## config.mk

```make
export PLATFORM = sky130hd
export DESIGN_NAME = dram_glue_seq
export DESIGN_NICKNAME = d
export VERILOG_FILES = /design/src/rtl/glue_pkg.sv /design/src/rtl/glue_cap.sv /design/src/rtl/glue_fsm.sv /design/src/rtl/glue_out.sv /design/src/rtl/dram_glue_seq.sv
export SDC_FILE = /design/constraint.sdc
export NUM_CORES = 1
export LEC_CHECK = 0
export CORE_AREA = 2 2 45 47
export DETAILED_ROUTE_END_ITERATION = 8
export DIE_AREA = 0 0 47 49
export DONT_BUFFER_PORTS = 1
export PLACE_DENSITY_LB_ADDON = 0.12
export SLEW_MARGIN = 10
export SYNTH_ARGS = -nofsm -noshare
export SYNTH_HDL_FRONTEND = slang
export SYNTH_SLANG_ARGS = --single-unit
export TNS_END_PERCENT = 5
```

## constraint.sdc

```tcl
create_clock -name clk -period 2 [get_ports clk]
set_input_delay 0.4 -clock clk [delete_from_list [all_inputs] [get_ports clk]]
set_output_delay 0.4 -clock clk [all_outputs]
set_load 0.05 [all_outputs]
```

## src/rtl/glue_pkg.sv

```systemverilog
package glue_pkg;

    typedef enum logic [2:0] {
        ST_IDLE    = 3'd0,
        ST_SETUP   = 3'd1,
        ST_ACCESS  = 3'd2,
        ST_REFRESH = 3'd3,
        ST_GAP     = 3'd4
    } seq_state_e;

    typedef struct packed {
        logic wr;
        logic hit;
    } cyc_info_t;

    function automatic int unsigned max4(input int unsigned a, input int unsigned b,
                                         input int unsigned c, input int unsigned d);
        int unsigned m;
        m = a;
        if (b > m) m = b;
        if (c > m) m = c;
        if (d > m) m = d;
        return m;
    endfunction

    function automatic logic refresh_side(input seq_state_e s);
        return (s == ST_REFRESH) || (s == ST_GAP);
    endfunction

endpackage

```

## src/rtl/glue_cap.sv

```systemverilog
module glue_cap
    import glue_pkg::*;
(
    input  logic      clk,
    input  logic      rst,
    input  logic      cpu_start,
    input  logic      cpu_write,
    input  logic      cpu_local,
    input  logic      refresh_req,
    input  logic      take_cyc,
    input  logic      take_ref,
    output logic      cyc_pend,
    output logic      ref_pend,
    output cyc_info_t cur
);
    always_ff @(posedge clk) begin
        if (rst) begin
            cyc_pend <= 1'b0;
            ref_pend <= 1'b0;
            cur      <= '0;
        end else begin
            cyc_pend <= (cyc_pend & ~take_cyc) | cpu_start;
            ref_pend <= (ref_pend & ~take_ref) | refresh_req;
            if (cpu_start) begin
                cur.wr  <= cpu_write;
                cur.hit <= cpu_local;
            end
        end
    end
endmodule

```

## src/rtl/glue_fsm.sv

```systemverilog
module glue_fsm
    import glue_pkg::*;
#(
    parameter int unsigned RAS_CYC = 4,
    parameter int unsigned REF_CYC = 5,
    parameter int unsigned GAP_CYC = 2,
    parameter int unsigned CNT_W   = 3
) (
    input  logic             clk,
    input  logic             rst,
    input  logic             cyc_pend,
    input  logic             ref_pend,
    input  logic             cur_wr,
    input  logic             wdata_ok,
    output seq_state_e       state,
    output logic [CNT_W-1:0] cnt,
    output logic             take_cyc,
    output logic             take_ref
);
    localparam logic [CNT_W-1:0] RAS_LAST = CNT_W'(RAS_CYC - 1);
    localparam logic [CNT_W-1:0] REF_LAST = CNT_W'(REF_CYC - 1);
    localparam logic [CNT_W-1:0] GAP_LAST = CNT_W'(GAP_CYC - 1);

    seq_state_e       nxt;
    logic [CNT_W-1:0] cnt_nxt;

    always_comb begin
        nxt      = state;
        cnt_nxt  = cnt;
        take_cyc = 1'b0;
        take_ref = 1'b0;
        unique case (state)
            ST_IDLE: begin
                if (ref_pend) begin
                    nxt      = ST_REFRESH;
                    cnt_nxt  = '0;
                    take_ref = 1'b1;
                end else if (cyc_pend) begin
                    nxt      = ST_SETUP;
                    take_cyc = 1'b1;
                end
            end
            ST_SETUP: begin
                if (!cur_wr || wdata_ok) begin
                    nxt     = ST_ACCESS;
                    cnt_nxt = '0;
                end
            end
            ST_ACCESS: begin
                if (cnt == RAS_LAST) nxt = ST_IDLE;
                else                 cnt_nxt = cnt + CNT_W'(1);
            end
            ST_REFRESH: begin
                if (cnt == REF_LAST) begin
                    nxt     = ST_GAP;
                    cnt_nxt = '0;
                end else begin
                    cnt_nxt = cnt + CNT_W'(1);
                end
            end
            ST_GAP: begin
                if (cnt == GAP_LAST) nxt = ST_IDLE;
                else                 cnt_nxt = cnt + CNT_W'(1);
            end
            default: nxt = ST_IDLE;
        endcase
    end

    always_ff @(posedge clk) begin
        if (rst) begin
            state <= ST_IDLE;
            cnt   <= '0;
        end else begin
            state <= nxt;
            cnt   <= cnt_nxt;
        end
    end
endmodule

```

## src/rtl/glue_out.sv

```systemverilog
module glue_out
    import glue_pkg::*;
#(
    parameter int unsigned READ_WAITS = 2,
    parameter int unsigned CNT_W      = 3
) (
    input  seq_state_e       state,
    input  logic [CNT_W-1:0] cnt,
    input  cyc_info_t        cur,
    input  logic             cyc_pend,
    output logic             row_strobe_n,
    output logic             force_refresh,
    output logic             enable,
    output logic             hold
);
    logic blocked;
    logic rd_ws;

    assign row_strobe_n  = (state != ST_ACCESS);
    assign force_refresh = (state == ST_REFRESH);
    assign enable        = cur.hit && ((state == ST_SETUP) || (state == ST_ACCESS));
    assign blocked       = cyc_pend && cur.hit && refresh_side(state);

    generate
        if (READ_WAITS == 0) begin : g_no_ws
            assign rd_ws = 1'b0;
        end else begin : g_ws
            assign rd_ws = (state == ST_ACCESS) && cur.hit && !cur.wr &&
                           (cnt < CNT_W'(READ_WAITS));
        end
    endgenerate

    assign hold = blocked || rd_ws;
endmodule

```

## src/rtl/dram_glue_seq.sv

```systemverilog
module dram_glue_seq
    import glue_pkg::*;
#(
    parameter int unsigned RAS_CYC    = 4,
    parameter int unsigned READ_WAITS = 2,
    parameter int unsigned REF_CYC    = 5,
    parameter int unsigned GAP_CYC    = 2
) (
    input  logic clk,
    input  logic rst,
    input  logic cpu_start,
    input  logic cpu_write,
    input  logic cpu_local,
    input  logic cpu_wdata_ok,
    input  logic ctl_refresh_req,
    output logic ctl_row_strobe_n,
    output logic ctl_force_refresh,
    output logic ctl_enable,
    output logic cpu_hold
);
    localparam int unsigned CNT_MAX = max4(RAS_CYC, READ_WAITS, REF_CYC, GAP_CYC);
    localparam int unsigned CNT_W   = $clog2(CNT_MAX + 1);

    seq_state_e       state;
    logic [CNT_W-1:0] cnt;
    cyc_info_t        cur_q;
    logic             cyc_pend;
    logic             ref_pend;
    logic             take_cyc;
    logic             take_ref;

    glue_cap u_cap (
        .clk         (clk),
        .rst         (rst),
        .cpu_start   (cpu_start),
        .cpu_write   (cpu_write),
        .cpu_local   (cpu_local),
        .refresh_req (ctl_refresh_req),
        .take_cyc    (take_cyc),
        .take_ref    (take_ref),
        .cyc_pend    (cyc_pend),
        .ref_pend    (ref_pend),
        .cur         (cur_q)
    );

    glue_fsm #(
        .RAS_CYC (RAS_CYC),
        .REF_CYC (REF_CYC),
        .GAP_CYC (GAP_CYC),
        .CNT_W   (CNT_W)
    ) u_fsm (
        .clk      (clk),
        .rst      (rst),
        .cyc_pend (cyc_pend),
        .ref_pend (ref_pend),
        .cur_wr   (cur_q.wr),
        .wdata_ok (cpu_wdata_ok),
        .state    (state),
        .cnt      (cnt),
        .take_cyc (take_cyc),
        .take_ref (take_ref)
    );

    glue_out #(
        .READ_WAITS (READ_WAITS),
        .CNT_W      (CNT_W)
    ) u_out (
        .state         (state),
        .cnt           (cnt),
        .cur           (cur_q),
        .cyc_pend      (cyc_pend),
        .row_strobe_n  (ctl_row_strobe_n),
        .force_refresh (ctl_force_refresh),
        .enable        (ctl_enable),
        .hold          (cpu_hold)
    );
endmodule

```

### Yosys cells after proc, flatten, opt, wreduce, memory -nomap -nowiden

Index checks and enable logic that the tools add are counted.

* register bits: 10
* logic and storage cells: 63
* output and inout port bits: 4
* bits of input ports: 7

* magnitude comparators: 1
* bitwise operators: 6
* equal/unequal tests: 16
* multiplexer cells: 18
* reduce and logical (&&, ||, !) cells: 15
* add/subtract/negate cells: 1

Operator list (number)
* $mux 3: 11
* $pmux 3 s5: 2
* $reduce_and 5->1: 2
* $eq 3x2->1 const B: 3
* $ne 2x1->1 const B: 4
* $eq 3x1->1 const B: 2
* $eq 3x3->1 const B: 2
* $logic_and 1x1->1: 6
* $ne 2x2->1 const B: 3
* $mux 1: 5
* $reduce_bool 5->1: 1
* $logic_or 1x1->1: 4
* $add 3x1->3 const B: 1
* $logic_not 3->1: 1
* $lt 3x2->1 const B: 1
* $ne 3x2->1 const B: 1
* $ne 3x3->1 const B: 1
* $and 1x1->1: 2
* $not 1->1: 2
* $or 1x1->1: 2
* $logic_not 1->1: 1

### Logic depth before layout (Yosys ltp)

* word-level depth: 6
* mapped depth: 6
* depth with buffers taken out: 6

### By module

A second synthesis with hierarchy kept.

* cells, all modules: 80
* area, all modules: 721.9 µm²

Modules (own cells, without submodules)
* glue_fsm: area an instance 508.0 µm², cells an instance 58, times used 1, sequential area each 120.1 µm²
* glue_cap: area an instance 137.6 µm², cells an instance 14, times used 1, sequential area each 80.1 µm²
* glue_out: area an instance 76.3 µm², cells an instance 8, times used 1, sequential area each 0.0 µm²

### Worst setup path after synthesis

No wires, ideal clock.

* path type: flip-flop to output port
* start point: reg u_fsm.state[0]
* end point: out ctl_enable
* stages on the path, launching flop included: 4
* path slack: -0.148 ns
* required time: 1.600 ns
* data arrival time: 1.748 ns
* buffers on the path: 1
* cells stage by stage: dfxtp_1 buf_4 xnor2_1 nor3b_1

* cells in the longest elaborated chain, start to end: 3
* elaborated cells between the ends (all ways): 4
* classes of those cells: eq/ne (2); reduce/logical (2)

Ends and longest elaborated chain
* start, declared: line glue_fsm.sv:15 `output seq_state_e state,`
* start signal, assigned: line glue_fsm.sv:74 `state <= nxt;`
* $eq 3x1->1 or $eq 3x2->1 (tied branches): line glue_out.sv:21 `assign enable = cur.hit && ((state == ST_SETUP) || (state == ST_ACCESS));`
* $logic_or 1x1->1 (*): line glue_out.sv:21
* $logic_and 1x1->1 (*): line glue_out.sv:21
* end, declared: line dram_glue_seq.sv:18 `output logic ctl_enable,`

Every way passes the cells marked *; elsewhere a longest branch is shown, timed or not.

### Worst setup path after layout

* start point: reg u_fsm.state[1]
* end point: out cpu_hold

* cells in the longest elaborated chain, start to end: 5
* elaborated cells between the ends (all ways): 9
* classes of those cells: eq/ne (3); reduce/logical (6)

Ends and longest elaborated chain
* $eq 3x2->1: line glue_out.sv:28 `assign rd_ws = (state == ST_ACCESS) && cur.hit && !cur.wr &&`
* $logic_and 1x1->1 (3 in a row): line glue_out.sv:28
* $logic_or 1x1->1 (*): line glue_out.sv:33 `assign hold = blocked || rd_ws;`
* end, declared: line dram_glue_seq.sv:19 `output logic cpu_hold`

Marked as above.

==> impl_metrics.tcl <==
set metrics [dict create \
    achievable-frequency_ghz 0.535 \
    timing.critical_path.required_ns 1.60 \
    worst_setup_path_start_kind "flip-flop" \
    syn_avg_cell_area_sq_um 8.90 \
    finalWeightedCongestion 0.726 \
    post_layout_nonfiller_instances 100 \
    tritoncts "yes" \
    final_min_period_over_clock_period_pct 93.5 \
    max-clock-path-buffers 2 \
    dieArea_sq_mm 0.00230 \
    fp.coreArea_sq_mm 0.00184 \
    detailedRoute.firstPassIterationCount 2 \
    total_global_routing_overflow 0 \
    critical_path.max_fanout 10 \
    vdd.ir_drop.worst_v 0.000448 \
    hold-worst-slack_ns 0.197 \
    clock_latency_ns 0.26 \
    grt_use_total_pct 11.9 \
    portBuffers 0 \
    height_of_the_die_microns 49 \
    end_kind "output pin" \
    preCtsSetupSlack_ns 0.366 \
    grt_antenna_before_repair 0 \
    met2_wirelength_microns 512 \
    finalSetupTns_ns 0 \
    synthesis.yosys.warnings 0 \
    critical_path.slowest_cell "dfxtp_1" \
    clkTransAtPathRegs_ns 0.06 \
    wirelength_met1_microns 603 \
    via_count_of_the_first_global_routing_pass 454 \
    drive_gt1_share_pct 21.9 \
    worst_relative_slew_slack_pct 65.6 \
    setup_failing_eps_final 0 \
    final_cell_area_sq_um 698 \
    dp_cells 96 \
    holdCritPathClass "input port to flip-flop" \
    multi_input_area_sq_um 389 \
    wl_per_cell_microns 11.9 \
    hold_vio_cnt_final 0 \
    yosysUniqueCellTypes 34 \
    detailroute.wirelength.met3_microns 70 \
    final.setup_skew_ns 0.00247 \
    setup_slack_ns 0.129 \
    post_synth_inst_count 69 \
    criticalPathCategory "flip-flop to output pin" \
    route.vias.total 481 \
    ioPinCount 11 \
    finalWirelength_microns 1190 \
    totalPowerFinal_mw 0.537 \
    syn-cell-area_sq_um 614 \
    layout-area-overhead-vs-synth_pct 13.6 \
    cts.sinks 10 \
    placed_cell_area_sq_um 653 \
    cts.repair_timing.setup_buffer_count 0 \
    final_nets 85 \
    grt_pass1_wl_microns 2000 \
    via_per_inst 4.81 \
    placementRows 16 \
    ant_nets 0 \
    floorplan.initialDensity_pct 33.4 \
    grt_setup_unrepaired "false" \
    drt_iter0_markers 2 \
    cpPeakStageDelay_ns 0.53 \
    number_of_slew_limit_violations_in_the_final_report 0 \
    final.fill_count 204 \
    timing_worst_slew_pin_value_ns 0.518 \
    final_period_minus_worst_setup_slack_ns 1.87 \
    power.density_mw_per_mm2 770 \
    dieWidth_microns 47 \
    top_layer_in_use "met3" \
    number_of_register_bits_inferred_by_synthesis 10 \
    cts.htree.levels 1 \
    cts_inserted_buffers 3 \
    dp_hpwl_microns 881 \
    grt_start_max_net_pins 14 \
    antenna_cells 0 \
    status "complete, no violations" \
    drcViolationCount 0 \
    crit_arrival_ns 1.47 \
    worstPathCellList "and2b_1, a22oi_1, nor2b_1, buf_4" \
    ys_seq_area_share_pct 32.6 \
    clock_tree.root_cell "clkbuf_4" \
    synth.net_count 80 \
    cap_viol_max_count 0 \
    area.sequential_sq_um 201 \
    cellLeakagePower_nw 0.275 \
    final_standard_cell_utilization_of_the_core_pct 37.9 \
]
==> where the power goes <==
part | internal (mW) | switching [mW] | total (mW)
logic | 0.0535 | 0.0638 | 0.117
registers | 0.214 | 0.0257 | 0.240
clock network | 0.111 | 0.0697 | 0.180
total | 0.378 | 0.159 | 0.537
==> state kept, by name, indices dropped and copies added, names as in the netlist <==
name	flops
u_fsm.cnt	3
u_fsm.state	3
u_cap.cur	2
u_cap.ref_pend	1
u_cap.cyc_pend	1
==> cells by family (layout without fill, tap and decap cells) <==
| family | Yosys count | in the layout | share of synthesized area, % |
|---|---|---|---|
| mux | 5 | 5 | 9.78 |
| simple gates | 26 | 26 | 24.2 |
| buf+inv | 7 | 11 | 6.11 |
| compound gates | 16 | 16 | 17.7 |
| xor+xnor | 1 | 1 | 1.43 |
| fa+ha+maj | 4 | 4 | 8.15 |
| flops | 10 | 10 | 32.6 |
==> cell usage in the layout (no fill, tap or decap), drive strengths merged, types with 2 or more instances in the layout <==
master	Yosys	routed
mux2	2	2
inv	4	4
o21ai	3	3
dfxtp	10	10
nor3b	3	3
ha	4	4
buf	2	3
nand2b	2	2
clkbuf	1	4
mux2i	3	3
nand2	3	3
a21oi	5	5
nor3	2	2
or2	2	2
nor2	8	8
==> what timing repair did <==
action	in CTS	in global routing
hold buffers	0	0
gates resized for setup	0	2
setup endpoints to repair	0	1
==> worst max-delay path: cells and delay by family (launching register included) <==
family,cells,cell delay (ns)
AOI/OAI and AO/OA,1,0.11
and+or+nand+nor,2,0.37
buffers and inverters,1,0.20
DFF,1,0.53
==> path summary, 6_finish.rpt <==
kind,startpoint,endpoint,slack (ns),cells past startpoint
setup reg to reg,u_fsm.cnt[1]$_SDFFE_PP0P_,u_fsm.cnt[0]$_SDFFE_PP0P_,0.44,6
hold reg to reg,u_cap.ref_pend$_SDFF_PP0_,u_cap.ref_pend$_SDFF_PP0_,0.53,2
setup / recovery,u_fsm.state[1]$_SDFFE_PP0P_,cpu_hold,0.13,4
hold / removal,rst,u_fsm.state[0]$_SDFFE_PP0P_,0.20,1
==> synthesized netlist by cell type <==
library cell  instances  area share (%)
a2111oi_0             1             1.4
a211oi_1              1             1.2
a21boi_0              1             1.2
a21o_1                1             1.2
a21oi_1               4             3.3
a21oi_2               1             1.4
a22oi_1               1             1.2
a31o_1                1             1.4
and2_1                1             1.0
and2b_1               1             1.2
buf_4                 1             1.2
buf_6                 1             1.8
clkbuf_1              1            0.61
dfxtp_1              10              33
ha_1                  4             8.1
inv_1                 4             2.4
mux2_4                2             4.9
mux2i_1               3             4.9
nand2_1               3             1.8
nand2b_1              2             2.0
nand3_1               1            0.81
nor2_1                8             4.9
nor2b_1               1             1.0
nor3_1                2             1.6
nor3b_1               1             1.2
nor3b_2               2             4.1
o21a_2                1             1.4
o21ai_0               2             1.6
o21ai_1               1            0.81
o41ai_1               1             1.4
or2_1                 2             2.0
or3_1                 1             1.0
or3b_1                1             1.4
xnor2_1               1             1.4
==> layer usage <==
metal  vias up  global-route usage, %
li1        250                      -
met1       221                   17.1
met2        10                   16.0
met3         0                   7.04
met4         0                   1.39
met5         -                      0
==> cell type report <==
type	count	area share, %
clock buffer	4	5.20
inverter	4	2.15
sequential	10	28.9
multi-input combinational	52	55.7
timing repair buffer	3	3.23
tap	27	4.84
Note: power is estimated with default switching activity, not from simulation.
